## src/rtl/chop_pkg.sv

```systemverilog
// Package: shared widths and the configuration record of the chopper.
// Assumes duty is expressed in eighths, so the duty code is 3 bits wide.
package chop_pkg;
    localparam int PRE_W  = 5;
    localparam int DUTY_W = 3;
    localparam int WID_W  = 5;

    typedef struct packed {
        logic              en;
        logic [PRE_W-1:0]  pre;
        logic [DUTY_W-1:0] duty;
        logic [WID_W-1:0]  wid;
        logic              inv_in;
        logic              inv_out;
    } chop_cfg_t;

    localparam int CFG_W = $bits(chop_cfg_t);
endpackage

```

## src/rtl/chop_cfg_shadow.sv

```systemverilog
// Holds the applied configuration. New values are captured only at an edge
// where the effective PWM level is inactive. Also reports legality.
// Assumes the configuration inputs are synchronous to clk.
module chop_cfg_shadow
    import chop_pkg::*;
#(
    parameter int MAX_PRE = 16,
    parameter int MAX_WID = 16
) (
    input  logic      clk,
    input  logic      rst_n,
    input  logic      pwm_in,
    input  chop_cfg_t cfg_nxt,
    output chop_cfg_t act_q,
    output logic      p_eff,
    output logic      legal
);
    localparam chop_cfg_t RST_CFG = '{en: 1'b0, pre: PRE_W'(1), duty: '0,
                                      wid: WID_W'(1), inv_in: 1'b0, inv_out: 1'b0};

    // Effective PWM level under the applied input polarity.
    always_comb p_eff = pwm_in ^ act_q.inv_in;

    // Legality of the applied prescale and width.
    always_comb legal = (act_q.pre != '0) && (int'(act_q.pre) <= MAX_PRE) &&
                        (act_q.wid != '0) && (int'(act_q.wid) <= MAX_WID);

    // Capture new configuration only while the PWM phase is inactive.
    always_ff @(posedge clk) begin
        if (!rst_n)      act_q <= RST_CFG;
        else if (!p_eff) act_q <= cfg_nxt;
    end
endmodule

```

## src/rtl/chop_carrier.sv

```systemverilog
// Carrier generator: a prescale counter and an eighth counter. The carrier is
// active while the eighth index is below the duty code. A restart forces both
// counters to zero in the current cycle. Assumes prescale >= 1 when used.
module chop_carrier #(
    parameter int PRE_W  = 5,
    parameter int DUTY_W = 3
) (
    input  logic              clk,
    input  logic              rst_n,
    input  logic              restart,
    input  logic [PRE_W-1:0]  pre,
    input  logic [DUTY_W-1:0] duty,
    output logic              carrier_hi,
    output logic              period_end
);
    logic [PRE_W-1:0]  pc_q, pc_cur;
    logic [DUTY_W-1:0] ec_q, ec_cur;
    logic              tick;

    // Current counter values, with restart taking effect in this cycle.
    always_comb begin
        pc_cur     = restart ? '0 : pc_q;
        ec_cur     = restart ? '0 : ec_q;
        tick       = (pc_cur == pre - PRE_W'(1));
        period_end = tick && (ec_cur == '1);
        carrier_hi = (ec_cur < duty);
    end

    // Advance the prescale counter and, on its wrap, the eighth counter.
    always_ff @(posedge clk) begin
        if (!rst_n) begin
            pc_q <= '0;
            ec_q <= '0;
        end else begin
            pc_q <= tick ? '0 : pc_cur + PRE_W'(1);
            ec_q <= tick ? ec_cur + DUTY_W'(1) : ec_cur;
        end
    end
endmodule

```

## src/rtl/chop_first_pulse.sv

```systemverilog
// First-pulse timer: active from a restart until the programmed number of
// carrier periods has elapsed. Assumes width >= 1 when used.
module chop_first_pulse #(
    parameter int WID_W = 5
) (
    input  logic             clk,
    input  logic             rst_n,
    input  logic             restart,
    input  logic             period_end,
    input  logic [WID_W-1:0] wid,
    output logic             pulse_hi
);
    logic [WID_W-1:0] oc_q, oc_cur;
    logic             on_q;

    // Current period count and active flag, restart applied in this cycle.
    always_comb begin
        oc_cur   = restart ? '0 : oc_q;
        pulse_hi = restart | on_q;
    end

    // Count carrier periods and drop the pulse after the last one.
    always_ff @(posedge clk) begin
        if (!rst_n) begin
            oc_q <= '0;
            on_q <= 1'b0;
        end else if (period_end) begin
            oc_q <= oc_cur + WID_W'(1);
            on_q <= pulse_hi && (oc_cur != wid - WID_W'(1));
        end else begin
            oc_q <= oc_cur;
            on_q <= pulse_hi;
        end
    end
endmodule

```

## src/rtl/pwm_chopper.sv

```systemverilog
// Top: gates the carrier and the first pulse with the effective PWM level,
// applies the output inversion, handles bypass and illegal settings, and
// registers the result. Assumes all inputs are synchronous to clk.
module pwm_chopper
    import chop_pkg::*;
#(
    parameter int MAX_PRE = 16,
    parameter int MAX_WID = 16
) (
    input  logic              clk,
    input  logic              rst_n,
    input  logic              pwm_in,
    input  logic              cfg_enable,
    input  logic [PRE_W-1:0]  cfg_prescale,
    input  logic [DUTY_W-1:0] cfg_duty,
    input  logic [WID_W-1:0]  cfg_width,
    input  logic              cfg_inv_in,
    input  logic              cfg_inv_out,
    output logic              chop_out,
    output logic              cfg_err
);
    chop_cfg_t cfg_nxt, act_q;
    logic      p_eff, p_d_q, cfg_legal, restart;
    logic      carrier_hi, period_end, pulse_hi, out_d;

    // Bundle the configuration inputs.
    always_comb cfg_nxt = '{en: cfg_enable, pre: cfg_prescale, duty: cfg_duty,
                            wid: cfg_width, inv_in: cfg_inv_in, inv_out: cfg_inv_out};

    chop_cfg_shadow #(.MAX_PRE(MAX_PRE), .MAX_WID(MAX_WID)) u_cfg (
        .clk(clk), .rst_n(rst_n), .pwm_in(pwm_in), .cfg_nxt(cfg_nxt),
        .act_q(act_q), .p_eff(p_eff), .legal(cfg_legal));

    // Rising edge of the effective PWM level restarts all timing.
    always_comb restart = p_eff & ~p_d_q;

    chop_carrier #(.PRE_W(PRE_W), .DUTY_W(DUTY_W)) u_car (
        .clk(clk), .rst_n(rst_n), .restart(restart), .pre(act_q.pre),
        .duty(act_q.duty), .carrier_hi(carrier_hi), .period_end(period_end));

    chop_first_pulse #(.WID_W(WID_W)) u_first (
        .clk(clk), .rst_n(rst_n), .restart(restart), .period_end(period_end),
        .wid(act_q.wid), .pulse_hi(pulse_hi));

    // Select the next output level: bypass, safe level or modulated.
    always_comb begin
        if (!act_q.en)       out_d = pwm_in;
        else if (!cfg_legal) out_d = act_q.inv_out;
        else                 out_d = (p_eff & (pulse_hi | carrier_hi)) ^ act_q.inv_out;
    end

    // Register the output and the previous effective level.
    always_ff @(posedge clk) begin
        if (!rst_n) begin
            chop_out <= 1'b0;
            p_d_q    <= 1'b0;
        end else begin
            chop_out <= out_d;
            p_d_q    <= p_eff;
        end
    end

    // Illegal applied configuration flag.
    always_comb cfg_err = ~cfg_legal;
endmodule

```

## config.mk

```make
export PLATFORM = sky130hd
export DESIGN_NAME = pwm_chopper
export DESIGN_NICKNAME = d
export VERILOG_FILES = /design/src/rtl/chop_pkg.sv /design/src/rtl/chop_cfg_shadow.sv /design/src/rtl/chop_carrier.sv /design/src/rtl/chop_first_pulse.sv /design/src/rtl/pwm_chopper.sv
export SDC_FILE = /design/constraint.sdc
export NUM_CORES = 1
export LEC_CHECK = 0
export CAP_MARGIN = 20
export CORE_ASPECT_RATIO = 0.7
export CORE_UTILIZATION = 50
export CTS_CLUSTER_DIAMETER = 30
export DETAILED_ROUTE_END_ITERATION = 8
export PLACE_DENSITY = 0.79
export SLEW_MARGIN = 30
export SYNTH_ARGS = -nofsm -noshare
export SYNTH_HDL_FRONTEND = slang
export SYNTH_SLANG_ARGS = --single-unit
```

## constraint.sdc

```tcl
create_clock -name clk -period 5.5 [get_ports clk]
set_input_delay 0.55 -clock clk [delete_from_list [all_inputs] [get_ports clk]]
set_output_delay 0.55 -clock clk [all_outputs]
set_load 0.02 [all_outputs]
```

### Word level (Yosys, flattened, before mapping)

Cells that the tools add are included.

* order comparisons: 3
* multiplexer cells: 8
* bitwise logic cells: 9
* equal/unequal tests: 3
* reduce and logical (&&, ||, !) cells: 8
* add/subtract/negate cells: 5

Operator list (count)
* 2-to-1 mux 5 bit: 3
* adder 5 x 1 -> 5 bit (second input constant): 2
* less-or-equal comparator 5 bit (second input constant): 2
* nonzero test 5 bit: 2
* subtractor 5 x 1 -> 5 bit (second input constant): 2
* 2-to-1 mux 3 bit: 2
* equality test 5 bit: 1
* logical AND 1 bit: 5
* inequality test 5 bit: 1
* adder 3 x 1 -> 3 bit (second input constant): 1
* equality test 3 bit (second input constant): 1
* < comparator 3 bit: 1
* 2-to-1 mux 1 bit: 3
* inverter 1 bit: 3
* bitwise AND 1 bit: 2
* bitwise OR 1 bit: 2
* OR reduction 2 bit: 1
* XOR 1 bit: 2

* flip-flop bits (word level): 32

### Longest topological paths before layout

* word-level depth: 9
* gate-level depth with buffers: 9

### Hierarchy

From an unflattened synthesis, not the netlist that was laid out.

* cells, all modules: 200
* area, all modules: 1790.5 um2

By module, submodules not included
* chop_cfg_shadow: seq. area each 320.3 um2, instances 1, area an instance 673.1 um2, cells each 74
* chop_carrier: seq. area each 160.2 um2, instances 1, area an instance 599.3 um2, cells each 68
* chop_first_pulse: seq. area each 120.1 um2, instances 1, area an instance 435.4 um2, cells each 49
* pwm_chopper: seq. area each 40.0 um2, instances 1, area an instance 82.6 um2, cells each 9

### Worst setup path after synthesis

No wires, ideal clock.

* kind: input-to-reg
* start point: in pwm_in
* end point: reg chop_out
* arrival: 2.358 ns
* cell stages on the path: 9
* required time: 5.414 ns
* setup slack: 3.057 ns
* setup time: 0.086 ns
* cells stage by stage: xor2_2 -> nand2_1 -> clkbuf_1 -> and2_1 -> ha_1 -> a21o_1 -> a311oi_1 -> xnor2_1 -> a211oi_1

* longest elaborated chain between the ends: 9
* elaborated cells between the ends (all ways): 10
* those cells by class: order compare: 1; mux: 3; bitwise: 6

RTL lines
* start, declared: RTL line pwm_chopper.sv:12 `input logic pwm_in,`
* XOR 1 bit: RTL line chop_cfg_shadow.sv:22 `always_comb p_eff = pwm_in ^ act_q.inv_in;`
* bitwise AND 1 bit: RTL line pwm_chopper.sv:35 `always_comb restart = p_eff & ~p_d_q;`
* 2-to-1 mux 3 bit: RTL line chop_carrier.sv:23 `ec_cur = restart ? '0 : ec_q;`
* < comparator 3 bit: RTL line chop_carrier.sv:26 `carrier_hi = (ec_cur < duty);`
* bitwise OR 1 bit: RTL line pwm_chopper.sv:49 `else out_d = (p_eff & (pulse_hi | carrier_hi)) ^ act_q.inv_out;`
* bitwise AND 1 bit: RTL line pwm_chopper.sv:49
* XOR 1 bit: RTL line pwm_chopper.sv:49
* 2-to-1 mux 1 bit: RTL line pwm_chopper.sv:48 `else if (!cfg_legal) out_d = act_q.inv_out;`
* 2-to-1 mux 1 bit *: RTL line pwm_chopper.sv:47 `if (!act_q.en) out_d = pwm_in;`
* end signal, assigned: RTL line pwm_chopper.sv:58 `chop_out <= out_d;`
* end, declared: RTL line pwm_chopper.sv:19 `output logic chop_out,`

Mark *: on every way between the ends. The rest lies on a longest branch, timed or not.
A chain may end at the register's enable or synchronous reset.

### Worst setup path in the final report

Ends and elaborated chain as after synthesis.

==> impl_summary.md <==
GRT
The overall overflow remaining after global route is 0. Entering global routing, the biggest net connects 22 pins. In the global route stage, overall resource usage came out at 22.1%. The first global-routing pass estimated 6.05 mm of wire.

The number of global-route vias before repair was 1350. The number of antenna violations at the first check in global routing is 0.

CTS
The insertion delay to the later sink of the worst-skew pair is 0.29 ns. CTS saw 32 sinks. CTS built an H-tree with a depth of 2. Once the clock tree was built, the setup fixing pass inserted 0 buffers.

The clock input transition at the sequential cells of the worst setup and hold paths is approximately 0.070 ns. The number of buffers inserted during clock tree synthesis is 5. The tree is rooted in a clkbuf_8. The TritonCTS clock tree is built. The clock passes through at most 2 buffers. The total of cells resized after clock tree synthesis is 0. Hold repair after CTS inserted 0 buffers.

Route
The wire length on met1 is between 1.5 and 2 mm. In this run the remaining antenna-violating nets after routing total 0. The average wire per standard cell is 12.5 µm. After detailed routing, the met2 layer carries roughly 1.4 mm of wire.

Detailed routing placed a total of 164 µm of wire on met3. The count of unresolved DRC violations after routing is 0. The detailed-route via count is 1460. Using the TritonRoute via totals, the vias-per-cell ratio works out to 5.20. The detailed router finished its first iteration with 97 violations. The first TritonRoute pass finished after 4 iterations.

After detailed routing, no signal wire sits above met4. The total length of routed wires is 3.50 mm.

Floorplanning
The total area inside the core boundary comes to 3230 µm². The die covers 3710 µm². The floorplan step set the die height to around 51 µm. The initial standard-cell utilization of the core is 53.6%. The count of pins on the block boundary is 21. The floorplan has 17 rows. The floorplan step set the die width to a little over 70 µm.

Synthesis
Of the post-synthesis cell area, the dominant cell type holds 36.9%. Sorting the synthesized cells by how often they occur yields nand2_1, dfxtp_1, a21oi_1. The cell type with the largest total area after synthesis is dfxtp_1. The post-synth net total is 240. The count of unique library cells instantiated by Yosys is 42. The post-synthesis instance area is 1730 µm². By area the synthesized netlist is led by dfxtp_1, nand2_1, a21oi_1. Of all flip-flops after synthesis, the portion carrying an async set or reset was 0%. In this run the mean area of a mapped cell was 8.10 µm². The synthesized design contains 0 enable-type register cells.

The main flop type after synthesis is dfxtp_1. The synthesized netlist cell count is 214. For this run, the register share of the synthesized area comes to between 30 and 40%. The most common cell in the synthesized netlist is nand2_1. For this run, the number of Yosys warnings is 0. The synthesis-stage register bit count is 32.

Run status
The run finished with clean final reports.

Critical path
The critical-path maximum fanout is 19. The element type at the critical path start is a primary input. The setup check on the worst reg-to-reg path leaves a slack of 2.56 ns. The worst setup path is captured at a register.

The arrival time of the worst setup path is 3.60 ns. The critical path class is in -> reg. Data on the critical path is required at its endpoint by 5.70 ns.

Power and ir drop
The design draws 0.000608 W. Summed over all cells, the static leakage comes to 0.800 nW. The worst-case IR drop observed on VDD is 0.000169 V.

The total power per unit cell area is 293 nW/µm².

Placement
In this run the tool buffered the top-level ports with 20 buffer cells. The congestion estimate from routability-driven global placement came to 0.805. Prior to clock tree synthesis, the placed netlist has a worst setup slack of 1.75 ns.

Once detailed placement completed, the half-perimeter wirelength came to approximately 2.5 mm.

Timing
Measured against its own limit, the worst slew margin works out to 51.9%. The count of final setup violators is 0. The aggregate negative setup slack is 0 ns. The peak clock frequency supported by timing is 294 MHz. The count of endpoints failing hold in the final timing report is 0.

Across the routed clock network, the largest skew measured is roughly 0.008 ns. Setup repair after global routing left no endpoint under its margin. The smallest clock period supported by the final layout is computed as 3.40 ns. The final worst setup slack is 2.10 ns.

Across all hold checks on the routed design, the worst slack comes to roughly 0.45 ns. At the pin with the least slew margin, the transition time is 0.720 ns. The final critical-path share of the clock period is 61.8%. The number of pins with negative max-slew slack in the final report is 0.

Layout
The antenna diode instance count is 0. The filler cell count in the final layout is slightly below 300. Cells with a size suffix above 1 make up 5.56% of the layout.

The net total in the final layout is 259. The synthesis-to-layout area growth is 19.6%.

Min path
The path class of the tightest hold or removal check is reg -> reg.

Run
Max-cap violations in this run came to 0.
final timing paths:
kind / end / from / cells past startpoint
worst max register to register: chop_out$_SDFF_PN0_ / u_cfg.act_q[1]$_SDFFE_PN0P_ / 8
worst min-delay path: u_cfg.act_q[8]$_SDFFE_PN0P_ / u_cfg.act_q[8]$_SDFFE_PN0P_ / 2
worst max-delay path: chop_out$_SDFF_PN0_ / pwm_in / 9
worst min register to register: u_cfg.act_q[8]$_SDFFE_PN0P_ / u_cfg.act_q[8]$_SDFFE_PN0P_ / 2
layout make-up:
class / count / area [µm²] / share of cell area (%)
clock inverter: 2 / 35.0 / 1.69
sequential: 32 / 641 / 30.9
inverter: 11 / 41.3 / 1.99
tap: 47 / 58.8 / 2.84
timing repair buffer: 21 / 208 / 10.0
multi-input combinational: 162 / 1020 / 49.1
clock buffer: 6 / 72.6 / 3.50
logic make-up after synthesis:
logic type,Yosys count,synth area share (%)
simple gates,88,23.9
compound gates,44,17.3
flops,32,36.9
buf+inv,20,4.40
xor+xnor,18,9.52
fa+ha+maj,8,5.63
mux,4,2.31
stage by stage:
stage | util (%) | cells | area (µm²)
3_3_place_gp | 60.8 | 273 | 1970
2_1_floorplan | - | 214 | 1730
3_5_place_dp | 60.8 | 273 | 1970
6_report | 64.1 | 281 | 2070
4_1_cts | 64.1 | 281 | 2070
5_1_grt | 64.1 | 281 | 2070
sequential cells by signal, indices dropped and copies added (netlist names):
| name | cells |
|---|---|
| u_cfg.act_q | 16 |
| u_car.pc_q | 5 |
| u_first.oc_q | 5 |
| u_car.ec_q | 3 |
| chop_out | 1 |
| p_d_q | 1 |
| u_first.on_q | 1 |
critical path: stages:
cell and delay, ns:
clkdlybuf4s50_1 0.59, xor2_2 0.55, nand2_1 0.49, and2_1 0.35
ha_1 0.28, a21o_1 0.16, a311oi_1 0.31, xnor2_1 0.10
a211oi_1 0.22
routing by layer:
layer,up-vias,track usage (%)
met4,0,9.80
met2,29,31.5
li1,771,-
met1,652,30.9
met3,8,5.92
met5,-,0
power breakdown:
part,internal (W),total (W),switching [W]
registers,0.000248,0.000264,0.0000161
logic,0.0000560,0.000123,0.0000668
clock network,0.000134,0.000221,0.0000870
cell usage in the layout (no fill, tap or decap), types with 5 or more instances in the layout:
master,n
nand3_1,6
inv_1,11
xnor2_1,9
dfxtp_1,32
xor2_1,8
nand2_1,45
ha_1,7
a21oi_1,18
nor2_1,13
clkbuf_8,5
clkdlybuf4s50_1,20
and2_1,5
(Power assumes the default switching activity.)
